$ cat src/rtl/txr_pkg.sv
package txr_pkg;
  localparam int WORD_W = 32;
  localparam int RA_W   = 2;

  localparam logic [RA_W-1:0] RA_BASE = 2'd0;
  localparam logic [RA_W-1:0] RA_POLL = 2'd1;
  localparam logic [RA_W-1:0] RA_STAT = 2'd2;

  localparam int OWN_BIT  = 31;
  localparam int EOR_BIT  = 30;
  localparam int LS_BIT   = 28;
  localparam int POLL_BIT = 6;
  localparam int STS_DONE = 0;
  localparam int STS_ERR  = 1;
  localparam int BASE_LSB = 8;

  typedef enum logic [2:0] {
    ST_IDLE  = 3'd0,
    ST_STAT  = 3'd1,
    ST_BUFA  = 3'd2,
    ST_WORD  = 3'd3,
    ST_SEND  = 3'd4,
    ST_WBACK = 3'd5
  } eng_st_e;
endpackage

$ cat src/rtl/txr_rst_sync.sv
module txr_rst_sync #(
  parameter int STAGES = 2
) (
  input  logic clk,
  input  logic rst_n,
  output logic rst_sync_n
);
  logic [STAGES-1:0] sync_q;

  always_ff @(posedge clk or negedge rst_n) begin
    if (!rst_n) sync_q <= '0;
    else        sync_q <= {sync_q[STAGES-2:0], 1'b1};
  end

  assign rst_sync_n = sync_q[STAGES-1];
endmodule

$ cat src/rtl/txr_regs.sv
module txr_regs
  import txr_pkg::*;
(
  input  logic              clk,
  input  logic              rst_n,
  input  logic              reg_we,
  input  logic [RA_W-1:0]   reg_addr,
  input  logic [WORD_W-1:0] reg_wdata,
  output logic [WORD_W-1:0] reg_rdata,
  output logic [WORD_W-1:0] base_o,
  output logic              base_wr_o,
  output logic              poll_pend_o,
  input  logic              poll_take_i,
  input  logic              done_evt_i,
  input  logic              err_evt_i
);
  localparam int BASE_W = WORD_W - BASE_LSB;

  logic [BASE_W-1:0] base_q, base_d;
  logic [1:0]        sts_q, sts_d, sts_clr;
  logic              pend_q, pend_d, poll_hit;

  always_comb begin
    base_wr_o = reg_we && (reg_addr == RA_BASE);
    poll_hit  = reg_we && (reg_addr == RA_POLL) && reg_wdata[POLL_BIT];
    sts_clr   = (reg_we && (reg_addr == RA_STAT)) ? reg_wdata[1:0] : 2'b00;
    base_d    = reg_wdata[WORD_W-1:BASE_LSB];
    sts_d[STS_DONE] = done_evt_i | (sts_q[STS_DONE] & ~sts_clr[STS_DONE]);
    sts_d[STS_ERR]  = err_evt_i  | (sts_q[STS_ERR]  & ~sts_clr[STS_ERR]);
    pend_d    = poll_hit | (pend_q & ~poll_take_i);
  end

  always_ff @(posedge clk or negedge rst_n) begin
    if (!rst_n) begin
      base_q <= '0;
      sts_q  <= '0;
      pend_q <= 1'b0;
    end else begin
      if (base_wr_o) base_q <= base_d;
      sts_q  <= sts_d;
      pend_q <= pend_d;
    end
  end

  always_comb begin
    unique case (reg_addr)
      RA_BASE: reg_rdata = {base_q, {BASE_LSB{1'b0}}};
      RA_STAT: reg_rdata = {{(WORD_W-2){1'b0}}, sts_q};
      default: reg_rdata = '0;
    endcase
  end

  assign base_o      = {base_q, {BASE_LSB{1'b0}}};
  assign poll_pend_o = pend_q;


  done_sticky_chk: assert property (@(posedge clk) disable iff (!rst_n)
    done_evt_i |=> sts_q[STS_DONE]);


  err_sticky_chk: assert property (@(posedge clk) disable iff (!rst_n)
    err_evt_i |=> sts_q[STS_ERR]);


  pend_hold_chk: assert property (@(posedge clk) disable iff (!rst_n)
    pend_q && !poll_take_i |=> pend_q);
endmodule

$ cat src/rtl/txr_engine.sv
module txr_engine
  import txr_pkg::*;
#(
  parameter int LEN_W = 13,
  parameter int IDX_W = 8
) (
  input  logic              clk,
  input  logic              rst_n,
  input  logic [WORD_W-1:0] base_i,
  input  logic              base_wr_i,
  input  logic              poll_pend_i,
  output logic              poll_take_o,
  output logic              done_evt_o,
  output logic              err_evt_o,
  output logic              mem_req,
  output logic              mem_we,
  output logic [WORD_W-1:0] mem_addr,
  output logic [WORD_W-1:0] mem_wdata,
  input  logic              mem_ack,
  input  logic [WORD_W-1:0] mem_rdata,
  output logic              out_valid,
  output logic [7:0]        out_data,
  output logic              out_last,
  input  logic              out_ready
);
  localparam int                DESC_SH  = 4;
  localparam logic [WORD_W-1:0] BUFA_OFS = WORD_W'(8);

  eng_st_e           st_q, st_d;
  logic [IDX_W-1:0]  idx_q, idx_d;
  logic [WORD_W-1:0] stat_q, ptr_q, ptr_d, wbuf_q, desc_addr;
  logic [LEN_W-1:0]  rem_q, rem_d, len_field;
  logic              len_zero, rem_one, send_fire;
  logic              stat_en, wbuf_en, ptr_en, idx_en;

  assign desc_addr = base_i + WORD_W'({idx_q, {DESC_SH{1'b0}}});
  assign len_field = stat_q[LEN_W-1:0];
  assign len_zero  = (len_field == '0);
  assign rem_one   = (rem_q == LEN_W'(1));
  assign send_fire = (st_q == ST_SEND) && out_ready;

  assign stat_en = (st_q == ST_STAT) && mem_ack;
  assign wbuf_en = (st_q == ST_WORD) && mem_ack;
  assign ptr_en  = ((st_q == ST_BUFA) && mem_ack) || send_fire;
  assign idx_en  = ((st_q == ST_WBACK) && mem_ack) || ((st_q == ST_IDLE) && base_wr_i);

  always_comb begin
    st_d        = st_q;
    idx_d       = idx_q;
    ptr_d       = ptr_q;
    rem_d       = rem_q;
    poll_take_o = 1'b0;
    done_evt_o  = 1'b0;
    err_evt_o   = 1'b0;
    unique case (st_q)
      ST_IDLE: begin
        if (base_wr_i) idx_d = '0;
        if (poll_pend_i) begin
          poll_take_o = 1'b1;
          st_d        = ST_STAT;
        end
      end
      ST_STAT: begin
        if (mem_ack) st_d = mem_rdata[OWN_BIT] ? ST_BUFA : ST_IDLE;
      end
      ST_BUFA: begin
        if (mem_ack) begin
          ptr_d = mem_rdata;
          rem_d = len_field;
          st_d  = len_zero ? ST_WBACK : ST_WORD;
        end
      end
      ST_WORD: begin
        if (mem_ack) st_d = ST_SEND;
      end
      ST_SEND: begin
        if (out_ready) begin
          ptr_d = ptr_q + WORD_W'(1);
          rem_d = rem_q - LEN_W'(1);
          if (rem_one)                 st_d = ST_WBACK;
          else if (ptr_q[1:0] == 2'd3) st_d = ST_WORD;
        end
      end
      ST_WBACK: begin
        if (mem_ack) begin
          err_evt_o  = len_zero;
          done_evt_o = !len_zero;
          idx_d      = stat_q[EOR_BIT] ? '0 : idx_q + IDX_W'(1);
          st_d       = ST_STAT;
        end
      end
      default: st_d = ST_IDLE;
    endcase
  end

  always_ff @(posedge clk or negedge rst_n) begin
    if (!rst_n) begin
      st_q   <= ST_IDLE;
      idx_q  <= '0;
      stat_q <= '0;
      ptr_q  <= '0;
      rem_q  <= '0;
      wbuf_q <= '0;
    end else begin
      st_q <= st_d;
      if (idx_en)  idx_q  <= idx_d;
      if (stat_en) stat_q <= mem_rdata;
      if (ptr_en)  ptr_q  <= ptr_d;
      if (ptr_en)  rem_q  <= rem_d;
      if (wbuf_en) wbuf_q <= mem_rdata;
    end
  end

  always_comb begin
    mem_req   = (st_q == ST_STAT) || (st_q == ST_BUFA) ||
                (st_q == ST_WORD) || (st_q == ST_WBACK);
    mem_we    = (st_q == ST_WBACK);
    mem_wdata = stat_q & ~(WORD_W'(1) << OWN_BIT);
    unique case (st_q)
      ST_BUFA: mem_addr = desc_addr + BUFA_OFS;
      ST_WORD: mem_addr = {ptr_q[WORD_W-1:2], 2'b00};
      default: mem_addr = desc_addr;
    endcase
    out_valid = (st_q == ST_SEND);
    out_data  = wbuf_q[{ptr_q[1:0], 3'b000} +: 8];
    out_last  = (st_q == ST_SEND) && rem_one && stat_q[LS_BIT];
  end


  req_hold_chk: assert property (@(posedge clk) disable iff (!rst_n)
    mem_req && !mem_ack |=> mem_req && $stable(mem_addr) && $stable(mem_we) && $stable(mem_wdata));


  out_hold_chk: assert property (@(posedge clk) disable iff (!rst_n)
    out_valid && !out_ready |=> out_valid && $stable(out_data) && $stable(out_last));


  wb_owner_chk: assert property (@(posedge clk) disable iff (!rst_n)
    mem_req && mem_we |-> !mem_wdata[OWN_BIT]);


  no_tag_word_chk: assert property (@(posedge clk) disable iff (!rst_n)
    mem_req && (st_q != ST_WORD) |-> !mem_addr[2]);


  err_no_stream_chk: assert property (@(posedge clk) disable iff (!rst_n)
    err_evt_o |-> !out_valid && $past(!out_valid));
endmodule

$ cat src/rtl/txring_fetch.sv
module txring_fetch
  import txr_pkg::*;
#(
  parameter int LEN_W = 13,
  parameter int IDX_W = 8
) (
  input  logic        clk,
  input  logic        rst_n,
  input  logic        reg_we,
  input  logic [1:0]  reg_addr,
  input  logic [31:0] reg_wdata,
  output logic [31:0] reg_rdata,
  output logic        mem_req,
  output logic        mem_we,
  output logic [31:0] mem_addr,
  output logic [31:0] mem_wdata,
  input  logic        mem_ack,
  input  logic [31:0] mem_rdata,
  output logic        out_valid,
  output logic [7:0]  out_data,
  output logic        out_last,
  input  logic        out_ready
);
  logic              rst_sync_n;
  logic [WORD_W-1:0] base;
  logic              base_wr, poll_pend, poll_take, done_evt, err_evt;

  txr_rst_sync #(.STAGES(2)) u_rst (
    .clk(clk), .rst_n(rst_n), .rst_sync_n(rst_sync_n)
  );

  txr_regs u_regs (
    .clk(clk), .rst_n(rst_sync_n),
    .reg_we(reg_we), .reg_addr(reg_addr), .reg_wdata(reg_wdata), .reg_rdata(reg_rdata),
    .base_o(base), .base_wr_o(base_wr), .poll_pend_o(poll_pend), .poll_take_i(poll_take),
    .done_evt_i(done_evt), .err_evt_i(err_evt)
  );

  txr_engine #(.LEN_W(LEN_W), .IDX_W(IDX_W)) u_eng (
    .clk(clk), .rst_n(rst_sync_n),
    .base_i(base), .base_wr_i(base_wr), .poll_pend_i(poll_pend), .poll_take_o(poll_take),
    .done_evt_o(done_evt), .err_evt_o(err_evt),
    .mem_req(mem_req), .mem_we(mem_we), .mem_addr(mem_addr), .mem_wdata(mem_wdata),
    .mem_ack(mem_ack), .mem_rdata(mem_rdata),
    .out_valid(out_valid), .out_data(out_data), .out_last(out_last), .out_ready(out_ready)
  );
endmodule

$ cat config.mk
export PLATFORM = sky130hd
export DESIGN_NAME = txring_fetch
export DESIGN_NICKNAME = d
export VERILOG_FILES = /design/src/rtl/txr_pkg.sv /design/src/rtl/txr_rst_sync.sv /design/src/rtl/txr_regs.sv /design/src/rtl/txr_engine.sv /design/src/rtl/txring_fetch.sv
export SDC_FILE = /design/constraint.sdc
export NUM_CORES = 1
export LEC_CHECK = 0
export BUFFER_PORTS_ARGS = -buffer_cell sky130_fd_sc_hd__buf_2
export CORE_UTILIZATION = 45
export CTS_BUF_LIST = sky130_fd_sc_hd__clkbuf_16
export DETAILED_ROUTE_END_ITERATION = 10
export GPL_ROUTABILITY_DRIVEN = 0
export GPL_TIMING_DRIVEN = 0
export PLACE_DENSITY = 0.65
export SYNTH_ARGS = -nofsm -noshare
export SYNTH_HDL_FRONTEND = slang
export SYNTH_HIERARCHICAL = 1
export SYNTH_SLANG_ARGS = --single-unit
$ cat constraint.sdc
create_clock -name clk -period 7.18 [get_ports clk]
set_clock_uncertainty 0.2 [all_clocks]
set_input_delay 1.077 -clock clk [delete_from_list [all_inputs] [get_ports clk]]
set_output_delay 1.077 -clock clk [all_outputs]
set_load 0.02 [all_outputs]
* Word-level counts from Yosys, hierarchy flattened
Cells that the tools add are included.
** Word-level totals
- Logic and storage cells :: 98
- Input bits :: 71
- Output and inout bits :: 108
- Bits in registers :: 148
** Cells by class
- Eq/ne operators :: 17
- $add $sub $neg :: 5
- Bitwise logic cells :: 9
- Reductions and logical operators :: 26
- Multiplexer cells :: 30
- Shifts and indexed selects :: 1
** Operators with widths (count)
- 32-bit case mux with 2 select lines :: 3
- 32-bit 2-to-1 mux :: 2
- 32-bit by 1-bit adder with 32-bit output (second input constant) :: 1
- 32-bit by 12-bit adder with 32-bit output :: 1
- 32-bit by 4-bit adder with 32-bit output (second input constant) :: 1
- 32-bit by 6-bit indexed part select with 8-bit output :: 1
- 3-bit 2-to-1 mux :: 9
- 13-bit 2-to-1 mux :: 2
- 13-bit case mux with 2 select lines :: 1
- 8-bit 2-to-1 mux :: 3
- 3-bit case mux with 6 select lines :: 1
- 8-bit case mux with 2 select lines :: 1
- 13-bit by 1-bit == test with 1-bit output (second input constant) :: 1
- 13-bit logical NOT :: 1
- 13-bit by 1-bit subtractor with 13-bit output (second input constant) :: 1
- 1-bit logical AND :: 12
- 8-bit by 1-bit adder with 8-bit output (second input constant) :: 1
- 2-bit inequality test (second input constant) :: 4
- 4-bit AND reduction :: 2
- 7-bit AND reduction :: 1
- 3-bit by 2-bit == test with 1-bit output (second input constant) :: 2
- 3-bit == test (second input constant) :: 2
- 1-bit 2-to-1 mux :: 6
- 2-bit by 1-bit inequality test with 1-bit output (second input constant) :: 3
- other kinds (13) :: 26

* Logic depth before layout (Yosys ltp)
Gate-level depths: netlist of run 1.
- Depth in word-level cells :: 6
- Mapped depth :: 12
- Gate-level depth less buffers :: 10

* Cells and area by module
Netlist of run 1, hierarchy kept.
** Modules (own cells, without submodules)
- txr_engine :: area an instance 8000.2 um^2, seq. area each 2977.9 um^2, times used 1, cells each 911
- txr_regs :: area an instance 1325.0 um^2, seq. area each 675.6 um^2, times used 1, cells each 105
- txr_rst_sync :: area an instance 53.8 um^2, seq. area each 50.0 um^2, times used 1, cells each 3

* Least setup slack after synthesis of run 1
Ideal clock, no wire load.
- Path type :: flip-flop to output port
- From :: register u_eng.idx_q[7]
- To :: output mem_addr[31]
- Data arrival time :: 2.556 ns
- Path slack :: 3.347 ns
- Required time :: 5.903 ns
- Stages on the path, launching flop included :: 10
- Cells stage by stage :: dfrtp_1 > ha_1 > nand3_2 > o211ai_1 > o211ai_1 > xnor2_1 > nand4_1 > nor2_1 > o21ai_0 > or3_1
** Between the ends
- Cells in the longest elaborated chain, start to end :: 3
** Ends and longest elaborated chain
- from (decl) :: RTL line txr_engine.sv:30 : logic [IDX_W-1:0] idx_q, idx_d;
- from (signal assigned) :: RTL line txr_engine.sv:106 : if (idx_en) idx_q <= idx_d;
- 32-bit by 12-bit adder with 32-bit output * :: RTL line txr_engine.sv:36 : assign desc_addr = base_i + WORD_W'({idx_q, {DESC_SH{1'b0}}});
- 32-bit by 4-bit adder with 32-bit output :: RTL line txr_engine.sv:120 : ST_BUFA: mem_addr = desc_addr + BUFA_OFS;
- 32-bit case mux with 2 select lines * :: RTL line txr_engine.sv:119 : unique case (st_q)
- to (decl) :: RTL line txring_fetch.sv:15 : output logic [31:0] mem_addr,
Every way passes the cells marked *; elsewhere a longest branch is shown, timed or not.

* Worst setup path after layout of run 1
Ends and elaborated chain as after synthesis.

==> flow_summary.yaml, run 1 <==
clock_network:
  clkSlewWorstSetupHoldPaths_ns: 0.06
  clk_path_buf_depth: 2
  cts.sink_count: 148
  hold_buffers: 0
  cts_inserted_buffers: 17
  post_cts_resized: 0
  cts_root_buf: "clkbuf_16"
  post_cts_buffers: 0
  htree_levels: 4
  clock_latency_ns: 0.43
  tritoncts: "yes"
synthesis:
  synthCells: 1019
  avgSynthCellArea_sq_um: 9.20
  synthFlopType: "dfrtp_1"
  ys_ff_latch: 148
  synth-warning-count: 6
  syn_area_sq_um: 9380
  synth-edff-count: 0
  synth-seq-area-share_pct: 39.5
  synth_cell_types: 76
  async_flop_share_pct: 100
sta:
  worst_pin_slew_ns: 1.03
  period_minus_slack_ns: 5.06
  rsz0062_at_grt: "no"
  finalHoldViolCount: 0
  fmax_ghz: 0.198
  fin_crit_sh_pct: 70.4
  slew_viol_final: 0
  maxSlewHeadroom_pct: 30.6
  finalSetupViolations: 0
  setup_tns_ns: 0
worst_setup_path:
  cp-start-kind: "flip-flop"
  max_stage_delay_ns: 0.51
  crit_slowest_cell: "xnor2_1"
  worstPathArrival_ns: 3.78
  required_ns: 5.90
  end_kind: "primary output"
  worstPathMaxFanout: 7
  crit_family: "simple AND/OR/NAND/NOR gates"
  worst-path-buf-inv: 1
  critPathMostFrequentCell: "o211ai_1"
  crit_chain: "ha_1 > nand3_2 > o211ai_1 > o211ai_1 > xnor2_1 > nand4_1 > nor2_1 > o21ai_0 > or3_1 > buf_2"
  critPathKind: "flip-flop to primary output"
layout:
  fillCellCount: 1853
  final_layout_size_suffix_gt1_share_pct: 27.4
  finalNetCount: 1302
  seqCellArea_sq_um: 3710
  final_cell_area_sq_um: 11300
  diodes: 0
  multi_input_area_sq_um: 5350
  final_common_cell: "buf_2"
  syn_to_final_growth_pct: 20.0
  final_cell_mix: "buf_2 (165), dfrtp_1 (147), mux2_2 (92), nand2_1 (90), a21oi_1 (89)"
place:
  place_hpwl_mm: 22.2
  io_buffers: 164
  place_area_sq_um: 10600
power:
  max-vdd-ir-drop_uv: 257
  powerDensity_nw_per_um2: 405
  power_mw: 4.55
  p_leak_nw: 4.85
route:
  vias: 8881
  drtPass1Iterations: 6
  drtAntennaViolNets: 0
  viasPerCell: 5.92
  drc_errors: 0
  wire_per_inst_um: 19.7
  routed_wl_mm: 29.5
  drt_iter0_markers: 874
floorplan:
  coreArea_sq_um: 20400
  fp.dieW_um: 146
  fp.dieH_um: 146
  start_util_pct: 46.1
  rows: 52
  die-area_sq_um: 21400
  ios: 179
grt:
  grt_pass1_vias: 8153
  grt_max_degree: 63
  grt_usage_pct: 27.9
  antenna_found_initial: 1
  overflow: 0
  grt_pass1_wl_mm: 46.1
run_status:
  outcome: "finished clean"
hold_path:
  min_path_type: "flip-flop to flip-flop"
job:
  drv_cap: 0
## power by group
group          internal (mW)  switching (mW)  leakage (nW)
clock                  0.558           0.393         0.299
combinational          0.809            1.26          2.78
sequential              1.18           0.354          1.76
## synthesized netlist by cell type, types with 4 or more instances
cell type | count | share of area [%]
dfrtp_1 | 148 | 39
mux2_2 | 92 | 11
nand2_1 | 90 | 3.6
a21oi_1 | 89 | 4.7
o21ai_0 | 83 | 4.4
nor2_1 | 74 | 3.0
clkbuf_1 | 43 | 1.7
and2_1 | 39 | 2.6
nand3_1 | 39 | 2.1
nor3_1 | 32 | 1.7
o22ai_1 | 17 | 1.1
buf_4 | 15 | 1.2
xnor2_1 | 15 | 1.4
a22oi_1 | 14 | 1.1
nand4_1 | 14 | 0.93
ha_1 | 13 | 1.7
nand2b_1 | 13 | 0.87
and3_1 | 12 | 0.80
nor4_1 | 12 | 0.80
inv_1 | 11 | 0.44
mux2i_1 | 11 | 1.2
a211oi_1 | 9 | 0.72
mux4_2 | 8 | 1.9
nand4b_1 | 8 | 0.75
xor2_1 | 8 | 0.75
and4_1 | 7 | 0.65
o211ai_1 | 7 | 0.56
a21o_1 | 6 | 0.48
a2bb2oi_1 | 6 | 0.56
buf_1 | 6 | 0.24
nor2b_1 | 5 | 0.33
nor4b_1 | 5 | 0.47
or3_1 | 4 | 0.27
## layout make-up
| class | instances | area share [%] |
|---|---|---|
| clock inverter | 14 | 1.67 |
| tap | 270 | 3.00 |
| multi-input combinational | 804 | 47.6 |
| timing repair buffer | 166 | 7.72 |
| buffer | 67 | 2.88 |
| inverter | 13 | 0.434 |
| sequential | 148 | 33.0 |
| clock buffer | 17 | 3.78 |
## stage by stage
stage,cells,hold WS (ns),setup slack [ns],util (%)
2_1_floorplan,1032,0.131,2.55,-
3_3_place_gp,1466,0.136,0.688,52.0
3_5_place_dp,1468,0.139,2.66,52.2
4_1_cts,1499,0.153,2.19,55.2
5_1_grt,1499,0.155,1.87,55.2
6_report,1499,0.151,2.12,55.2
## layer usage
| layer | up-vias | track usage [%] | routed length [um] |
|---|---|---|---|
| li1 | 4134 | - | - |
| met1 | 4202 | 38.0 | 12500 |
| met2 | 478 | 45.0 | 13800 |
| met3 | 65 | 5.31 | 2500 |
| met4 | 2 | 8.39 | 720 |
| met5 | - | 0 | 8 |
## flip-flops by register name, indices dropped and copies added, names as in the netlist
name / cells
u_eng/stat_q: 31
u_regs/poll_pend_o: 1
u_regs/base_q: 24
u_regs/sts_q: 2
u_eng/wbuf_q: 32
u_eng/ptr_q: 32
u_eng/st_q: 3
u_eng/rem_q: 13
u_eng/idx_q: 8
u_rst/sync_q: 2
## worst paths after layout
check	slack (ns)	startpoint	depth (start not counted)	endpoint
worst min register to register	0.15	u_rst/sync_q[0]$_DFF_PN0_	0	u_rst/sync_q[1]$_DFF_PN0_
max in group asynchronous	5.83	u_rst/sync_q[1]$_DFF_PN0_	1	u_eng/rem_q[2]$_DFFE_PN0P_
worst max-delay path	2.12	u_eng/idx_q[7]$_DFFE_PN0P_	10	mem_addr[31]
worst min-delay path	0.15	u_rst/sync_q[0]$_DFF_PN0_	0	u_rst/sync_q[1]$_DFF_PN0_
min in group asynchronous	0.22	rst_n	1	u_rst/sync_q[1]$_DFF_PN0_
worst max register to register	3.82	u_eng/ptr_q[1]$_DFFE_PN0P_	9	u_eng/ptr_q[31]$_DFFE_PN0P_
## cells by family after synthesis
| kind of cell | synth area share [%] |
|---|---|
| AND/OR/NAND/NOR | 20.9 |
| flip-flops | 39.5 |
| AO/OA/AOI/OAI | 17.2 |
| adder cells (fa/ha/maj) | 1.95 |
| multiplexers | 14.1 |
| XOR/XNOR | 2.15 |
| buffers and inverters | 3.98 |
| other | 0.120 |
Note: power is estimated with default switching activity, not from simulation.
==> inputs of run 2 (changes only) <==
--- a/config.mk
+++ b/config.mk
@@ -11,7 +11,7 @@
 export DETAILED_ROUTE_END_ITERATION = 10
 export GPL_ROUTABILITY_DRIVEN = 0
 export GPL_TIMING_DRIVEN = 0
-export PLACE_DENSITY = 0.65
+export PLACE_DENSITY = 0.68
 export SYNTH_ARGS = -nofsm -noshare
 export SYNTH_HDL_FRONTEND = slang
 export SYNTH_HIERARCHICAL = 1
==> constraint.sdc (replaced) <==
create_clock -name clk -period 4.58 [get_ports clk]
set_clock_uncertainty 0.2 [all_clocks]
set_input_delay 0.687 -clock clk [delete_from_list [all_inputs] [get_ports clk]]
set_output_delay 0.687 -clock clk [all_outputs]
set_load 0.02 [all_outputs]
==> run 2 against run 1 <==
- via count is 0.46% higher
- critical endpoint unchanged
- flip-flop and latch count stayed put
- largest power group unchanged
- critical path type unchanged
- count of clock-buffer cells in the layout stayed put
- cell area is 0.12% lower
- largest cell class unchanged
- power is 54% higher
- global-route usage is 0.12 points higher
==> flow_summary.yaml, run 2 (same netlist as run 1, synthesis figures left out) <==
route:
  vias: 8922
  drtAntennaViolNets: 0
  wire_per_inst_um: 19.8
  drc_errors: 0
  drtPass1Iterations: 6
  routed_wl_mm: 29.7
  viasPerCell: 5.94
  drt_iter0_markers: 888
sta:
  rsz0062_at_grt: "no"
  setup_tns_ns: 0
  slew_viol_final: 0
  worst_pin_slew_ns: 1.16
  fin_crit_sh_pct: 97.3
  period_minus_slack_ns: 4.46
  whs_ns: 0.0517
  maxSlewHeadroom_pct: 22.0
  finalHoldViolCount: 0
  fmax_ghz: 0.224
  finalSetupViolations: 0
clock_network:
  tritoncts: "yes"
  cts_root_buf: "clkbuf_16"
  cts.sink_count: 148
  clkSlewWorstSetupHoldPaths_ns: 0.07
  clock_latency_ns: 0.43
  cts_inserted_buffers: 17
  clk_path_buf_depth: 2
  htree_levels: 4
layout:
  final_layout_size_suffix_gt1_share_pct: 27.5
  final_cell_mix: "buf_2 (165), dfrtp_1 (147), mux2_2 (92), nand2_1 (90), a21oi_1 (89)"
  fillCellCount: 1840
  finalNetCount: 1304
  final_common_cell: "buf_2"
  multi_input_area_sq_um: 5360
  syn_to_final_growth_pct: 19.8
  diodes: 0
  top_regs: "u_eng/ptr_q x32, u_eng/wbuf_q x32, u_eng/stat_q x31"
  seqCellArea_sq_um: 3710
power:
  pwr-share-comb_pct: 46.3
  power.switching_mw: 3.14
  seqPwrFrac_pct: 34.0
  max-vdd-ir-drop_uv: 448
  p_leak_nw: 4.83
  sw_frac_of_total_pct: 44.7
  powerDensity_nw_per_um2: 625
  internal-power_mw: 3.88
  power_frac_clock_pct: 19.7
run_status:
  outcome: "finished clean"
worst_setup_path:
  max_stage_delay_ns: 0.42
  worstPathArrival_ns: 3.57
  end_kind: "primary output"
  required_ns: 3.69
  crit_chain: "ha_1 > a21oi_2 > o211ai_1 > o2111a_1 > xor2_1 > nand4_1 > nor2_1 > o21ai_0 > or3_1 > buf_2"
  critPathKind: "flip-flop to primary output"
  cp-start-kind: "flip-flop"
  crit_slowest_cell: "dfrtp_1"
  worstPathMaxFanout: 7
grt:
  grt_pass1_vias: 8295
  antenna_found_initial: 0
  grt_max_degree: 68
  overflow: 0
  grt_pass1_wl_mm: 46.2
  grt_usage_pct: 28.0
floorplan:
  coreArea_sq_um: 20400
  fp.dieH_um: 146
  die-area_sq_um: 21400
  ios: 179
  rows: 52
  fp.dieW_um: 146
  start_util_pct: 46.1
place:
  io_buffers: 164
  place_hpwl_mm: 22.2
job:
  drv_cap: 0
hold_path:
  min_path_type: "flip-flop to asynchronous set/reset pin"
## run 2: changes by cell type in the layout (fill, tap and decap cells not counted), moves of 2 or more
cell,before,now
inv_8,3,1
bufinv_16,3,1
clkinvlp_4,1,3
inv_6,6,8
## run 2: per-stage QoR
stage / cells / utilization, % / cell area [sq um] / worst slack [ns] / total power [mW]
floorplan: 1032 / - / 9430 / 1.14 / 4.48
global placement: 1466 / 52.0 / 10600 / 0.515 / 5.53
detailed placement: 1468 / 52.3 / 10600 / 0.489 / 5.60
CTS: 1501 / 55.1 / 11200 / 0.167 / 7.00
global route: 1502 / 55.2 / 11200 / 0.0188 / 7.42
finish: 1502 / 55.2 / 11200 / 0.122 / 7.03
## run 2: path summary, 6_finish.rpt
kind | startpoint | end | slack [ns] | depth (start not counted)
min in group clk | u_rst/sync_q[0]$_DFF_PN0_ | u_rst/sync_q[1]$_DFF_PN0_ | 0.15 | 0
worst min-delay path | u_rst/sync_q[1]$_DFF_PN0_ | u_regs/base_q[21]$_DFFE_PN0P_ | 0.05 | 0
worst min register to register | u_rst/sync_q[1]$_DFF_PN0_ | u_regs/base_q[21]$_DFFE_PN0P_ | 0.05 | 0
max in group asynchronous | u_rst/sync_q[1]$_DFF_PN0_ | u_eng/wbuf_q[1]$_DFFE_PN0P_ | 3.16 | 2
worst max register to register | u_eng/ptr_q[1]$_DFFE_PN0P_ | u_eng/ptr_q[31]$_DFFE_PN0P_ | 1.14 | 9
worst max-delay path | u_eng/idx_q[7]$_DFFE_PN0P_ | mem_addr[31] | 0.12 | 10
## run 2: per-layer routing
layer	GRT usage, %	vias up	part of all wire (%)
li1	-	4133	-
met1	37.4	4235	42
met2	44.6	486	46
met3	6.00	68	8.6
met4	10.5	0	2.9
met5	0	-	0
## run 2: repair_timing
action	4_1_cts	5_1_grt
cloned	0	0
setup endpoints to repair	1	1
pin swaps	0	2
gates resized for setup	1	0
endpoints found under the hold margin	2	0
setup buffers	0	1
hold buffers	1	0
## run 2: area by class of cell
type / count / area share, %
Clock buffer: 17 / 3.79
Tap cell: 270 / 3.01
Sequential cell: 148 / 33.0
Multi-Input combinational cell: 804 / 47.7
Inverter: 13 / 0.434
Clock inverter: 15 / 1.26
Timing Repair Buffer: 168 / 7.95
Buffer: 67 / 2.88
## run 2: worst max-delay path: cells and delay by family, from the launching register on
kind	cells	cell delay, ns
compound gates	4	1.04
xor+xnor	1	0.26
simple gates	3	0.85
fa+ha+maj	1	0.40
buf+inv	1	0.18
flops	1	0.42
## run 2: power groups by stage
stage | combinational [mW] | sequential (mW) | clock, mW
2_1_floorplan | 2.08 | 2.40 | 0
3_3_place_gp | 3.14 | 2.39 | 0
3_5_place_dp | 3.21 | 2.39 | 0
4_1_cts | 3.22 | 2.38 | 1.40
5_1_grt | 3.50 | 2.46 | 1.46
6_report | 3.26 | 2.39 | 1.38
==> inputs of run 3 (changes only) <==
==> constraint.sdc (replaced) <==
create_clock -name clk -period 4.58 [get_ports clk]
set_clock_uncertainty 0.2 [all_clocks]
set_input_delay 0 -clock clk [delete_from_list [all_inputs] [get_ports clk]]
set_output_delay 0 -clock clk [all_outputs]
set_load 0.02 [all_outputs]
==> run 3 against run 2 <==
- sequential share of layout area shrank 2.0 points
- register-to-register slack barely moved
- hold slack lost 0.014 ns
- clock power is essentially flat
- sequential power is essentially flat
- non-clock buffer count up 72
- critical endpoint unchanged
- largest power group unchanged
- highest routed layer is now met5
==> flow_summary.yaml, run 3 (same netlist as run 1, synthesis figures left out) <==
run_status:
  outcome: "finished clean"
floorplan:
  coreArea_sq_um: 20400
  die-area_sq_um: 21400
  start_util_pct: 46.1
  ios: 179
  fp.dieH_um: 146
  fp.dieW_um: 146
  rows: 52
job:
  drv_cap: 0
power:
  p_leak_nw: 5.13
  sw_frac_of_total_pct: 44.7
  power_frac_clock_pct: 19.5
  powerDensity_nw_per_um2: 596
  seqPwrFrac_pct: 33.6
  power.switching_mw: 3.18
  internal-power_mw: 3.94
  pwr-share-comb_pct: 46.9
  max-vdd-ir-drop_uv: 465
route:
  drtPass1Iterations: 5
  drc_errors: 0
  drtAntennaViolNets: 0
  routed_wl_mm: 30.9
  drt_iter0_markers: 966
  viasPerCell: 5.90
  vias: 9284
  wire_per_inst_um: 19.6
clock_network:
  clkSlewWorstSetupHoldPaths_ns: 0.07
  tritoncts: "yes"
  cts_inserted_buffers: 17
  cts.sink_count: 148
  clock_latency_ns: 0.43
  post_cts_buffers: 0
  clk_path_buf_depth: 2
  cts_root_buf: "clkbuf_16"
  htree_levels: 4
layout:
  syn_to_final_growth_pct: 27.4
  fillCellCount: 1770
  final_cell_mix: "buf_2 (165), dfrtp_1 (147), mux2_2 (92), nand2_1 (90), a21oi_1 (89)"
  final_layout_size_suffix_gt1_share_pct: 25.8
  seqCellArea_sq_um: 3710
  instances_no_fill: 1574
  multi_input_area_sq_um: 5350
  top_regs: "u_eng/ptr_q x32, u_eng/wbuf_q x32, u_eng/stat_q x31"
  finalNetCount: 1376
  diodes: 0
  final_common_cell: "buf_2"
sta:
  fmax_ghz: 0.247
  finalHoldViolCount: 0
  setup_tns_ns: 0
  finalSetupViolations: 0
  rsz0062_at_grt: "no"
  fin_crit_sh_pct: 88.4
  period_minus_slack_ns: 4.05
  worst_pin_slew_ns: 1.12
  slew_viol_final: 0
  maxSlewHeadroom_pct: 24.4
  worst_slack_ns: 0.533
grt:
  overflow: 0
  grt_pass1_wl_mm: 47.8
  antenna_found_initial: 1
  grt_usage_pct: 28.8
  grt_pass1_vias: 8661
  grt_max_degree: 68
hold_path:
  min_path_type: "primary input to flip-flop"
worst_setup_path:
  critPathKind: "flip-flop to primary output"
  cp-start-kind: "flip-flop"
  worstPathArrival_ns: 3.85
  worstPathMaxFanout: 7
  end_kind: "primary output"
  required_ns: 4.38
place:
  place_ws_ns: 1.18
  dp.cells: 1468
  place_hpwl_mm: 22.2
  io_buffers: 164
[run 3: path summary, 6_finish.rpt]
check,depth (start not counted),start,slack (ns),to
worst min register to register,0,u_rst/sync_q[1]$_DFF_PN0_,0.05,u_regs/base_q[12]$_DFFE_PN0P_
worst min-delay path,4,reg_addr[0],0.04,u_regs/base_q[20]$_DFFE_PN0P_
worst max-delay path,10,u_eng/idx_q[7]$_DFFE_PN0P_,0.53,mem_addr[31]
min in group asynchronous,0,u_rst/sync_q[1]$_DFF_PN0_,0.05,u_regs/base_q[12]$_DFFE_PN0P_
max in group asynchronous,2,u_rst/sync_q[1]$_DFF_PN0_,3.16,u_eng/wbuf_q[1]$_DFFE_PN0P_
worst max register to register,9,u_eng/ptr_q[1]$_DFFE_PN0P_,1.13,u_eng/ptr_q[31]$_DFFE_PN0P_
[run 3: metal layers]
layer,vias up,part of all wire [%],GRT usage [%],wire (um)
met3,69,8.1,6.03,2520
met2,486,47,46.8,14500
met4,2,3.0,11.1,911
met1,4437,42,37.7,12900
met5,-,0.058,0,18
li1,4290,-,-,-
[run 3: timing repair]
| action | 4_1_cts | 5_1_grt |
|---|---|---|
| gates resized for setup | 0 | 0 |
| hold buffers | 74 | 0 |
| hold endpoints to repair | 127 | 0 |
[run 3: cell type report]
cell class	instances	area share, %
Clock buffer	17	3.56
Tap cell	270	2.83
Timing Repair Buffer	240	13.5
Clock inverter	15	1.18
Inverter	13	0.408
Multi-Input combinational cell	804	44.8
Sequential cell	148	31.0
Buffer	67	2.71
[run 3: power groups by stage]
stage	Combinational (mW)	Clock, mW	Sequential (mW)
finish	3.34	1.39	2.39
global route	3.58	1.46	2.46
CTS	3.29	1.40	2.38
detailed placement	3.21	0	2.39
global placement	3.14	0	2.39
floorplan	2.08	0	2.40
[run 3: worst max-delay path, cell delays in order, from the launching register on]
cell and delay, ns:
dfrtp_1 0.42, ha_1 0.44, nand3_2 0.14, o211ai_1 0.43, o211ai_1 0.16, xnor2_1 0.50, nand4_1 0.42, nor2_1 0.26
o21ai_0 0.10, or3_1 0.37, buf_2 0.18
[run 3: through the flow]
step	total power, mW	hold WS [ns]	utilization, %	instance area (sq um)
finish	7.12	0.0380	58.7	12000
global route	7.51	0.0524	58.7	12000
CTS	7.07	0.0325	58.7	12000
detailed placement	5.60	-0.412	52.3	10600
global placement	5.53	-0.414	52.0	10600
floorplan	4.48	-0.496	-	9430
